[src/rtl/irqc_pkg.sv]
package irqc_pkg;
   localparam int VEC_W       = 7;
   localparam int HP_EN_BIT   = 8;
   localparam int ADDR_PEND   = 0;
   localparam int ADDR_MASK   = 1;
   localparam int ADDR_PLACE  = 2;
   localparam int ADDR_TOP    = 3;
   localparam int ADDR_ORDER0 = 4;

   typedef enum logic {
      PLACE_GROUPED = 1'b0,
      PLACE_SPREAD  = 1'b1
   } place_e;
endpackage

[src/rtl/irqc_src_map.sv]
// Gathers internal and external lines into one source vector, 8*group + lane.
module irqc_src_map #(
   parameter int NUM_GROUPS = 4,
   parameter int GROUP_SIZE = 8,
   parameter int NUM_MIXED  = 2,
   localparam int NSRC      = NUM_GROUPS * GROUP_SIZE,
   localparam int HALF      = GROUP_SIZE / 2,
   localparam int NUM_EXT   = NUM_MIXED * HALF,
   localparam int NUM_INT   = NSRC - NUM_EXT,
   localparam int NUM_PLAIN = NUM_GROUPS - NUM_MIXED
) (
   input  logic [NUM_INT-1:0] int_irq,
   input  logic [NUM_EXT-1:0] ext_irq,
   output logic [NSRC-1:0]    src
);
   for (genvar g = 0; g < NUM_GROUPS; g++) begin : g_grp
      for (genvar l = 0; l < GROUP_SIZE; l++) begin : g_lane
         if (g < NUM_PLAIN) begin : g_plain
            assign src[g*GROUP_SIZE + l] = int_irq[g*GROUP_SIZE + l];
         end else if (l < HALF) begin : g_mix_int
            assign src[g*GROUP_SIZE + l] = int_irq[NUM_PLAIN*GROUP_SIZE + (g-NUM_PLAIN)*HALF + l];
         end else begin : g_mix_ext
            assign src[g*GROUP_SIZE + l] = ext_irq[(g-NUM_PLAIN)*HALF + l - HALF];
         end
      end
   end
endmodule

[src/rtl/irqc_pend_bank.sv]
// Pending latch with write-one-to-clear acknowledge, plus the enable register.
module irqc_pend_bank import irqc_pkg::*; #(
   parameter int NSRC   = 32,
   parameter int DATA_W = 32,
   parameter int ADDR_W = 4
) (
   input  logic              clk,
   input  logic              rst_n,
   input  logic [NSRC-1:0]   src,
   input  logic              wr_en,
   input  logic [ADDR_W-1:0] wr_addr,
   input  logic [DATA_W-1:0] wr_data,
   output logic [NSRC-1:0]   pend_q,
   output logic [NSRC-1:0]   mask_q
);
   logic [NSRC-1:0] ack;

   assign ack = (wr_en && wr_addr == ADDR_W'(ADDR_PEND)) ? wr_data[NSRC-1:0] : '0;

   always_ff @(posedge clk or negedge rst_n) begin
      if (!rst_n) begin
         pend_q <= '0;
         mask_q <= '0;
      end else begin
         // a line still high outranks the acknowledge in the same cycle
         pend_q <= (pend_q & ~ack) | src;
         if (wr_en && wr_addr == ADDR_W'(ADDR_MASK))
            mask_q <= wr_data[NSRC-1:0];
      end
   end
endmodule

[src/rtl/irqc_group_rank.sv]
// Finds the lowest slot whose named lane is requesting.
module irqc_group_rank #(
   parameter int GROUP_SIZE = 8,
   localparam int LANE_W    = $clog2(GROUP_SIZE)
) (
   input  logic [GROUP_SIZE-1:0]        req,
   input  logic [GROUP_SIZE*LANE_W-1:0] order,
   output logic                         hit,
   output logic [LANE_W-1:0]            slot,
   output logic [LANE_W-1:0]            lane
);
   always_comb begin
      hit  = 1'b0;
      slot = '0;
      lane = '0;
      for (int s = GROUP_SIZE - 1; s >= 0; s--) begin
         if (req[order[s*LANE_W +: LANE_W]]) begin
            hit  = 1'b1;
            slot = LANE_W'(s);
            lane = order[s*LANE_W +: LANE_W];
         end
      end
   end
endmodule

[src/rtl/irqc_table_arb.sv]
// Places each group's best slot in the global table and keeps the lowest position.
module irqc_table_arb import irqc_pkg::*; #(
   parameter int NUM_GROUPS = 4,
   parameter int GROUP_SIZE = 8,
   localparam int LANE_W    = $clog2(GROUP_SIZE),
   localparam int NSRC      = NUM_GROUPS * GROUP_SIZE,
   localparam int SRC_W     = $clog2(NSRC),
   localparam int POS_W     = $clog2(3 * NSRC)
) (
   input  logic [NUM_GROUPS-1:0]        hit,
   input  logic [NUM_GROUPS*LANE_W-1:0] slot,
   input  logic [NUM_GROUPS*LANE_W-1:0] lane,
   input  logic [NUM_GROUPS-1:0]        place,
   output logic                         win_v,
   output logic [SRC_W-1:0]             win_src
);
   logic [POS_W-1:0] pos  [NUM_GROUPS];
   logic [SRC_W-1:0] gsrc [NUM_GROUPS];
   logic [POS_W-1:0] best;

   for (genvar g = 0; g < NUM_GROUPS; g++) begin : g_pos
      localparam int GBASE = g * GROUP_SIZE;
      localparam int SBASE = NSRC + (g / 2) * 2 * GROUP_SIZE + (g % 2);
      place_e            mode;
      logic [LANE_W-1:0] s;

      assign mode    = place_e'(place[g]);
      assign s       = slot[g*LANE_W +: LANE_W];
      assign pos[g]  = (mode == PLACE_SPREAD) ? POS_W'(SBASE) + POS_W'({s, 1'b0})
                                              : POS_W'(GBASE) + POS_W'(s);
      assign gsrc[g] = SRC_W'(GBASE) + SRC_W'(lane[g*LANE_W +: LANE_W]);
   end

   always_comb begin
      win_v   = 1'b0;
      win_src = '0;
      best    = '1;
      for (int g = 0; g < NUM_GROUPS; g++) begin
         if (hit[g] && (!win_v || pos[g] < best)) begin
            win_v   = 1'b1;
            best    = pos[g];
            win_src = gsrc[g];
         end
      end
   end
endmodule

[src/rtl/irq_prio_ctrl.sv]
module irq_prio_ctrl import irqc_pkg::*; #(
   parameter int NUM_GROUPS = 4,
   parameter int GROUP_SIZE = 8,
   parameter int NUM_MIXED  = 2,
   parameter int DATA_W     = 32,
   parameter int ADDR_W     = 4,
   localparam int NSRC      = NUM_GROUPS * GROUP_SIZE,
   localparam int HALF      = GROUP_SIZE / 2,
   localparam int NUM_EXT   = NUM_MIXED * HALF,
   localparam int NUM_INT   = NSRC - NUM_EXT,
   localparam int LANE_W    = $clog2(GROUP_SIZE),
   localparam int SRC_W     = $clog2(NSRC),
   localparam int ORD_W     = GROUP_SIZE * LANE_W
) (
   input  logic               clk,
   input  logic               rst_n,
   input  logic [NUM_INT-1:0] int_irq,
   input  logic [NUM_EXT-1:0] ext_irq,
   input  logic               wr_en,
   input  logic [ADDR_W-1:0]  wr_addr,
   input  logic [DATA_W-1:0]  wr_data,
   output logic [NSRC-1:0]    pend_o,
   output logic               irq_out,
   output logic [VEC_W-1:0]   vec_out
);
   // elaboration-time parameter checks
   if (GROUP_SIZE < 2 || (GROUP_SIZE & (GROUP_SIZE - 1)) != 0) begin : g_bad_gs
      $error("GROUP_SIZE must be a power of two, at least 2");
   end
   if (NUM_MIXED < 1 || NUM_MIXED > NUM_GROUPS) begin : g_bad_mix
      $error("NUM_MIXED must lie in 1..NUM_GROUPS");
   end
   if (NSRC > DATA_W || ORD_W > DATA_W || DATA_W <= HP_EN_BIT) begin : g_bad_dw
      $error("DATA_W too narrow for the register layout");
   end
   if (NSRC + 1 > (1 << VEC_W) - 1 || SRC_W > HP_EN_BIT) begin : g_bad_vec
      $error("too many sources for the vector code");
   end
   if (ADDR_ORDER0 + NUM_GROUPS > (1 << ADDR_W)) begin : g_bad_aw
      $error("ADDR_W cannot reach every order register");
   end

   function automatic logic [ORD_W-1:0] ident_order();
      logic [ORD_W-1:0] w;
      w = '0;
      for (int s = 0; s < GROUP_SIZE; s++) w[s*LANE_W +: LANE_W] = LANE_W'(s);
      return w;
   endfunction

   logic [NSRC-1:0]              src, pend_q, mask_q, act;
   logic [NUM_GROUPS-1:0]        place_q, g_hit;
   logic                         hp_en_q, hp_hit, arb_v, sel_v;
   logic [SRC_W-1:0]             hp_src_q, arb_src, sel_src;
   logic [ORD_W-1:0]             order_q [NUM_GROUPS];
   logic [NUM_GROUPS*LANE_W-1:0] g_slot, g_lane;

   irqc_src_map #(
      .NUM_GROUPS(NUM_GROUPS), .GROUP_SIZE(GROUP_SIZE), .NUM_MIXED(NUM_MIXED)
   ) u_map (
      .int_irq(int_irq), .ext_irq(ext_irq), .src(src)
   );

   irqc_pend_bank #(
      .NSRC(NSRC), .DATA_W(DATA_W), .ADDR_W(ADDR_W)
   ) u_pend (
      .clk(clk), .rst_n(rst_n), .src(src), .wr_en(wr_en), .wr_addr(wr_addr),
      .wr_data(wr_data), .pend_q(pend_q), .mask_q(mask_q)
   );

   // configuration: placement, override and slot orders
   always_ff @(posedge clk or negedge rst_n) begin
      if (!rst_n) begin
         place_q  <= '0;
         hp_en_q  <= 1'b0;
         hp_src_q <= '0;
         for (int g = 0; g < NUM_GROUPS; g++) order_q[g] <= ident_order();
      end else if (wr_en) begin
         if (wr_addr == ADDR_W'(ADDR_PLACE))
            place_q <= wr_data[NUM_GROUPS-1:0];
         if (wr_addr == ADDR_W'(ADDR_TOP)) begin
            hp_src_q <= wr_data[SRC_W-1:0];
            hp_en_q  <= wr_data[HP_EN_BIT];
         end
         for (int g = 0; g < NUM_GROUPS; g++) begin
            if (wr_addr == ADDR_W'(ADDR_ORDER0 + g))
               order_q[g] <= wr_data[ORD_W-1:0];
         end
      end
   end

   assign act = pend_q & mask_q;

   for (genvar g = 0; g < NUM_GROUPS; g++) begin : g_rank
      irqc_group_rank #(.GROUP_SIZE(GROUP_SIZE)) u_rank (
         .req  (act[g*GROUP_SIZE +: GROUP_SIZE]),
         .order(order_q[g]),
         .hit  (g_hit[g]),
         .slot (g_slot[g*LANE_W +: LANE_W]),
         .lane (g_lane[g*LANE_W +: LANE_W])
      );
   end

   irqc_table_arb #(
      .NUM_GROUPS(NUM_GROUPS), .GROUP_SIZE(GROUP_SIZE)
   ) u_arb (
      .hit(g_hit), .slot(g_slot), .lane(g_lane), .place(place_q),
      .win_v(arb_v), .win_src(arb_src)
   );

   assign hp_hit  = hp_en_q & act[hp_src_q];
   assign sel_v   = hp_hit | arb_v;
   assign sel_src = hp_hit ? hp_src_q : arb_src;

   always_ff @(posedge clk or negedge rst_n) begin
      if (!rst_n) begin
         irq_out <= 1'b0;
         vec_out <= '0;
      end else begin
         irq_out <= sel_v;
         vec_out <= sel_v ? VEC_W'(sel_src) + VEC_W'(1) : '0;
      end
   end

   assign pend_o = pend_q;
endmodule

[config.mk]
export PLATFORM = sky130hd
export DESIGN_NAME = irq_prio_ctrl
export DESIGN_NICKNAME = d
export VERILOG_FILES = /design/src/rtl/irqc_pkg.sv /design/src/rtl/irqc_src_map.sv /design/src/rtl/irqc_pend_bank.sv /design/src/rtl/irqc_group_rank.sv /design/src/rtl/irqc_table_arb.sv /design/src/rtl/irq_prio_ctrl.sv
export SDC_FILE = /design/constraint.sdc
export NUM_CORES = 1
export LEC_CHECK = 0
export BUFFER_PORTS_ARGS = -buffer_cell sky130_fd_sc_hd__buf_2
export CAP_MARGIN = 20
export CORE_ASPECT_RATIO = 0.75
export CORE_MARGIN = 1.5
export CORE_UTILIZATION = 35
export CTS_CLUSTER_DIAMETER = 40
export CTS_CLUSTER_SIZE = 25
export DETAILED_ROUTE_END_ITERATION = 7
export SLEW_MARGIN = 20
export SYNTH_ARGS = -nofsm -noshare
export SYNTH_HDL_FRONTEND = slang
export SYNTH_HIERARCHICAL = 1
export SYNTH_SLANG_ARGS = --single-unit
[constraint.sdc]
create_clock -name clk -period 7.2 [get_ports clk]
set_input_delay 0.72 -clock clk [delete_from_list [all_inputs] [get_ports clk]]
set_output_delay 0.72 -clock clk [all_outputs]
set_load 0.02 [all_outputs]
==> summary.md, run 1 <==
| Metric | Value |
|---|---|
| Least-Margin Pin Slew | `1.019 ns` |
| Commonest cells post-synth | `dfrtp_1 (129), mux2_2 (125), nand2_1 (83)` |
| Pre-CTS setup slack | `0.09519 ns` |
| Die footprint | `39,050 um^2` |
| Cell Pwr Density | `378.9 nW/um^2` |
| TNS Setup | `0 ns` |
| Max Buffers Root-to-Sink | `2` |
| # setup viols final | `0` |
| Setup crit end kind | `flop` |
| Register area | `4489 um^2` |
| Syn. warnings | `6` |
| H-tree depth | `4` |
| Most common cell in the netlist | `dfrtp_1` |
| Starting Density | `35.65%` |
| Clock buffer count from CTS | `17` |
| Hpwl dp | `30,090 um` |
| Syn_nets | `1,256` |
| Vias per Instance | `5.895` |
| First-pass GRT wire length | `63,720 um` |
| Cell depth of the worst setup path | `31` |
| WP buf/inv | `2` |
| Max Freq | `0.1439 GHz` |
| Worst R2R Path Depth | `31` |
| # diodes | `0` |
| Total power | `5.689 mW` |
| Synth unique cells | `82` |
| Max-Slew Margin vs Limit | `31.84%` |
| Final nets | `1,327` |
| TritonCTS clock tree | `done` |
| Smallest setup slack after layout | `0.2509 ns` |
| Largest net degree at the start of global routing | `87` |
| Top cells by area, synth | `dfrtp_1 (24%), mux2_2 (11%), dfstp_2 (9.5%)` |
| Max incr delay on CP | `0.51 ns` |
| Synth Area per Inst | `11.27 um^2` |
| Total global routing overflow | `0` |
| Cell family with most CP delay | `simple AND/OR/NAND/NOR gates` |
| Buffers on Ports | `109` |
| Most frequent CP cell | `ha_1` |
| Fin crit period | `6.949 ns` |
| Layout cell share with drive strength beyond 1 | `40.71%` |
| Post-synthesis sequential area ratio | `33.88%` |
| Top Ports | `111` |
| Area grow syn2layout | `13.31%` |
| Die W | `227.7 um` |
| Gr usage total | `22.19%` |
| Slew Viols, Final | `0` |
| GP Congestion | `0.9380` |
| Clock slew at reported path FFs | `0.08 ns` |
| Area of the mapped netlist | `13,250 um^2` |
| Initial antenna violation count | `3` |
| Fill cells | `3,607` |
| Peak supply drop | `0.2024 mV` |
| CTS Hold Bufs | `0` |
| Vias in the first global route | `10,090` |
| Worst EP required | `7.53 ns` |
| Yosys top cell by area | `dfrtp_1` |
| Post-synth EDFFs | `0` |
| Share of the synthesized area in the top cell type | `24.36%` |
| Placeable Area | `37,170 um^2` |
| DR pass1 iterations | `5` |
| Setup CP Type | `reg -> reg` |
| Clock root buffer | `clkbuf_16` |
| Final Hold Fails | `0` |
| DRT Wirelength | `42,390 um` |
| Post-synthesis cell count | `1,176` |
| Startpoint type of the worst setup path | `flop` |
| Asr flop ratio synth | `100.0%` |
| Final Util | `40.39%` |
| Leakage | `5.984 nW` |
| Primary FF master, synth | `dfrtp_1` |
| Final ANT Viol Nets | `0` |
| Via count | `10,400` |
| Tcrit/Tclk final | `96.51%` |
| Row cnt | `61` |
| CP max FO | `7` |
| Initial DRC count | `874` |
| DR WL/cell | `24.03 um` |
| Hold Crit Class | `in -> async` |
| Setup Skew | `0.02743 ns` |
| CP Data Arrival Time | `7.28 ns` |
| Clock latency on the worst-skew pair | `0.47 ns` |
| Run status | `completed` |
| Die height | `171.5 um` |
| Highest-delay cell along the critical path | `mux4_2` |
| Max Cap Viol | `0` |
| # DRC | `0` |
| CTS Sinks | `177` |
| Synth Register Bits | `177` |
| Multi-input combinational cell area | `8269 um^2` |
==> final timing paths <==
check                                          to               from  slack [ns]
worst max-delay path                   vec_out[4]   u_pend/pend_q[4]        0.25
worst min-delay path            u_pend/pend_q[28]              rst_n        0.31
worst max register to register         vec_out[4]   u_pend/pend_q[4]        0.25
worst min register to register  u_pend/mask_q[24]  u_pend/mask_q[24]        0.49
max in group asynchronous             order_q[37]              rst_n        5.74
min in group clk                 u_pend/pend_q[9]         int_irq[9]        0.42
==> sequential cells by signal, summed over array words and instances (netlist names) <==
| signal | flops |
|---|---|
| order_q | 96 |
| u_pend/mask_q | 32 |
| u_pend/pend_q | 32 |
| vec_out | 6 |
| hp_src_q | 5 |
| place_q | 4 |
| hp_en_q | 1 |
| irq_out | 1 |
==> logic make-up (layout without fill, tap and decap cells) <==
kind of cell,count (synthesis),after routing,synth area share (%)
AOI/OAI and AO/OA,212,212,11.38
xor gates and xnor gates,5,5,0.3306
adders and majority gates,9,9,0.8499
buffers and inverters,130,214,5.080
DFF,177,177,33.88
muxes,307,307,33.85
other,1,1,0.02830
and+or+nand+nor,335,335,14.60
==> cells in the final DEF (no fill, tap or decap), drive strengths merged, types with 4 or more instances in the layout <==
cell,instances
a211o,9
a21o,36
mux2,166
buf,155
nand4,8
mux4,84
mux2i,57
or2b,4
o21a,9
and3,4
dfrtp,129
inv,33
nand2b,33
clkbuf,19
and2,40
nor2b,18
o22ai,12
nand3,22
ha,9
or2,5
o21ai,30
nor3b,7
a31o,9
o211ai,8
nand3b,43
a31oi,14
clkinv,5
a21boi,11
nand2,84
and4,4
nor2,34
a211oi,6
a21oi,36
dfstp,48
nor3,14
==> metal layers <==
layer	vias to the layer above	global-route usage, %	routed length (um)
li1	4589	-	-
met3	42	8.012	4140
met4	0	5.845	794
met5	-	0	0
met2	445	31.50	17760
met1	5323	31.66	19690
==> power by group <==
part | internal, mW | leakage, nW | switching [mW]
Clock | 0.502 | 0.296 | 0.484
Sequential | 1.25 | 1.97 | 0.321
Combinational | 1.55 | 3.72 | 1.58
==> final cells by class <==
cell class | count | area share (%)
Multi-Input combinational cell | 869 | 55.07
Sequential cell | 177 | 29.90
Timing Repair Buffer | 156 | 6.067
Clock inverter | 14 | 1.250
Clock buffer | 18 | 2.858
Tap cell | 504 | 4.200
Inverter | 26 | 0.6500
==> timing repair <==
action	in CTS	in global routing
gates resized for setup	0	57
endpoints found under the hold margin	0	0
endpoints found under the setup margin	0	5
buffers inserted	0	9
==> metrics by stage <==
step	cells	hold WS, ns	instance area, um^2
after floorplan	1176	0.4244	13270
after global placement	1723	0.4647	14170
after detailed placement	1723	0.4730	14170
after CTS	1755	0.3290	14790
after global routing	1764	0.3568	15010
final	1764	0.3132	15010
(Power assumes the default switching activity.)
==> run 2, diff against run 1 <==
--- a/config.mk
+++ b/config.mk
@@ -8,12 +8,12 @@
 export BUFFER_PORTS_ARGS = -buffer_cell sky130_fd_sc_hd__buf_2
 export CAP_MARGIN = 20
 export CORE_ASPECT_RATIO = 0.75
-export CORE_MARGIN = 1.5
+export CORE_MARGIN = 4
 export CORE_UTILIZATION = 35
 export CTS_CLUSTER_DIAMETER = 40
 export CTS_CLUSTER_SIZE = 25
 export DETAILED_ROUTE_END_ITERATION = 7
-export SLEW_MARGIN = 20
+export SLEW_MARGIN = 5
 export SYNTH_ARGS = -nofsm -noshare
 export SYNTH_HDL_FRONTEND = slang
 export SYNTH_HIERARCHICAL = 1
==> run 2 against run 1 <==
Against the previous run: first-iteration DRC count increased by 32%; flip-flop and latch count unchanged; largest power group unchanged; setup slack got worse by 0.013 ns; critical path depth is the same; sequential power about the same; sequential share of layout area about the same; fmax is 0.18% lower; total power decreased by 0.45%; largest cell class unchanged; routed wire length shrank 2.6%; die area increased by 5.2%; clock power up 1%.
==> summary.md, run 2 (synthesized netlist as in run 1, its figures left out) <==
| Metric | Value |
|---|---|
| Clock latency on the worst-skew pair | `0.46 ns` |
| GP Congestion | `0.9338` |
| Critical path startpoint | `order_q[85]` |
| Cell family with most CP delay | `compound AO/OA/AOI/OAI gates` |
| Setup CP Type | `reg -> reg` |
| Vias in the first global route | `10,060` |
| First-pass GRT wire length | `62,810 um` |
| # setup viols final | `0` |
| Reg2reg setup slack | `0.24 ns` |
| Leakage | `5.985 nW` |
| # diodes | `0` |
| Peak supply drop | `0.1591 mV` |
| Total global routing overflow | `0` |
| Fin crit period | `6.962 ns` |
| Startpoint type of the worst setup path | `flop` |
| Final Hold Fails | `0` |
| Worst EP required | `7.53 ns` |
| H-tree depth | `4` |
| Placeable Area | `37,250 um^2` |
| WP buf/inv | `3` |
| Most common cell after layout, fill and taps aside | `dfrtp_1` |
| DR pass1 iterations | `5` |
| Fin cells | `1,763` |
| Die footprint | `41,070 um^2` |
| Worst Setup EP | `vec_out[4]` |
| TritonCTS clock tree | `done` |
| Hpwl dp | `28,940 um` |
| Max-Slew Margin vs Limit | `28.33%` |
| Tcrit/Tclk final | `96.69%` |
| Dpl cells | `1,725` |
| Cell Pwr Density | `377.6 nW/um^2` |
| Highest-delay cell along the critical path | `dfrtp_1` |
| Gr usage total | `20.11%` |
| Clock buffer count from CTS | `17` |
| Max incr delay on CP | `0.53 ns` |
| Final nets | `1,326` |
| Clock slew at reported path FFs | `0.08 ns` |
| Number of flip-flops in the largest register | `96` |
| Met3 usage | `4.661%` |
| # DRC | `0` |
| Die height | `176.5 um` |
| Registers with the most flip-flops | `order_q x96, u_pend/mask_q x32, u_pend/pend_q x32` |
| Buffers on Ports | `109` |
| Hold slack | `0.3626 ns` |
| Largest net degree at the start of global routing | `102` |
| Biggest register | `order_q` |
| Least-Margin Pin Slew | `1.075 ns` |
| Slew Viols, Final | `0` |
| Die W | `232.7 um` |
| RR Endpoint | `vec_out[4]` |
| Max Freq | `0.1436 GHz` |
| Initial antenna violation count | `2` |
| CP Data Arrival Time | `7.29 ns` |
| Top Ports | `111` |
| Clock root buffer | `clkbuf_16` |
| Vias per Instance | `5.896` |
| CP max FO | `6` |
| Grt peak-use layer | `met1` |
| Row cnt | `61` |
| Most frequent cells in the layout | `dfrtp_1 (129), mux2_2 (125), buf_2 (108)` |
| Starting Density | `35.58%` |
| Hold Crit Class | `in -> async` |
| Setup Skew | `0.01493 ns` |
| Max Cap Viol | `0` |
| Via count | `10,400` |
| Critical R2R Launch | `order_q[85]` |
| Max Buffers Root-to-Sink | `2` |
| Met2 usage | `29.01%` |
| Area grow syn2layout | `13.20%` |
| Setup crit end kind | `flop` |
| Worst R2R Path Depth | `31` |
| DRT Wirelength | `41,300 um` |
| Run status | `completed` |
| Cell depth of the worst setup path | `31` |
| CTS Sinks | `177` |
| Layout cell share with drive strength beyond 1 | `40.03%` |
| Initial DRC count | `1,153` |
| GR met1 Demand/Resource | `30.57%` |
| Final ANT Viol Nets | `0` |
| DR WL/cell | `23.42 um` |
[run 2: area by class of cell]
class / count / area (um^2)
Fill cell: 3632 / 22250
Multi-Input combinational cell: 869 / 8223
Sequential cell: 177 / 4489
Timing Repair Buffer: 155 / 934.6
Tap cell: 504 / 630.6
Clock buffer: 18 / 439.2
Clock inverter: 14 / 185.2
Inverter: 26 / 97.59
[run 2: power breakdown]
part | internal (mW) | switching, mW
combinational | 1.57 | 1.54
clock | 0.513 | 0.484
sequential | 1.25 | 0.317
total | 3.33 | 2.34
[run 2: timing repair]
item	in CTS	in global routing
setup endpoints to repair	0	5
setup buffers	0	4
gates resized for setup	0	45
hold buffers	0	0
[run 2: worst min-delay path by stage]
| stage | from | endpoint | cells past startpoint |
|---|---|---|---|
| 2_1_floorplan | rst_n | hp_en_q | 0 |
| 6_report | rst_n | u_pend/pend_q[25] | 1 |
| 5_1_grt | int_irq[5] | u_pend/pend_q[5] | 2 |
| 4_1_cts | rst_n | u_pend/pend_q[25] | 1 |
| 3_5_place_dp | u_pend/mask_q[29] | u_pend/mask_q[29] | 1 |
| 3_3_place_gp | u_pend/mask_q[22] | u_pend/mask_q[22] | 1 |
[run 2: per-stage QoR]
stage          setup slack (ns)   TNS, ns  instance area [um^2]  total power [mW]  utilization (%)
5_1_grt                -0.03570  -0.03570                 15000             6.033            40.27
2_1_floorplan           0.03705         0                 13270             3.676                -
3_5_place_dp            0.07286         0                 14190             4.523            38.10
4_1_cts                 0.02293         0                 14810             5.554            39.77
3_3_place_gp             0.1810         0                 14190             4.491            38.10
6_report                 0.2384         0                 15000             5.664            40.27
[run 2: worst register-to-register path, delay by kind of cell, from the launching register on]
family	cells	cell delay (ns)
AO/OA/AOI/OAI	12	2.33
AND/OR/NAND/NOR	8	1.17
adder cells (fa/ha/maj)	4	0.97
buffers and inverters	3	0.43
multiplexers	4	1.41
flip-flops	1	0.53
[run 2: routing by layer]
layer	vias to the layer above	wire [um]	share of wire [%]
met5	-	0	0
met4	0	753	1.8
met3	43	3506	8.5
met2	536	17660	43
met1	5234	19370	47
li1	4582	-	-
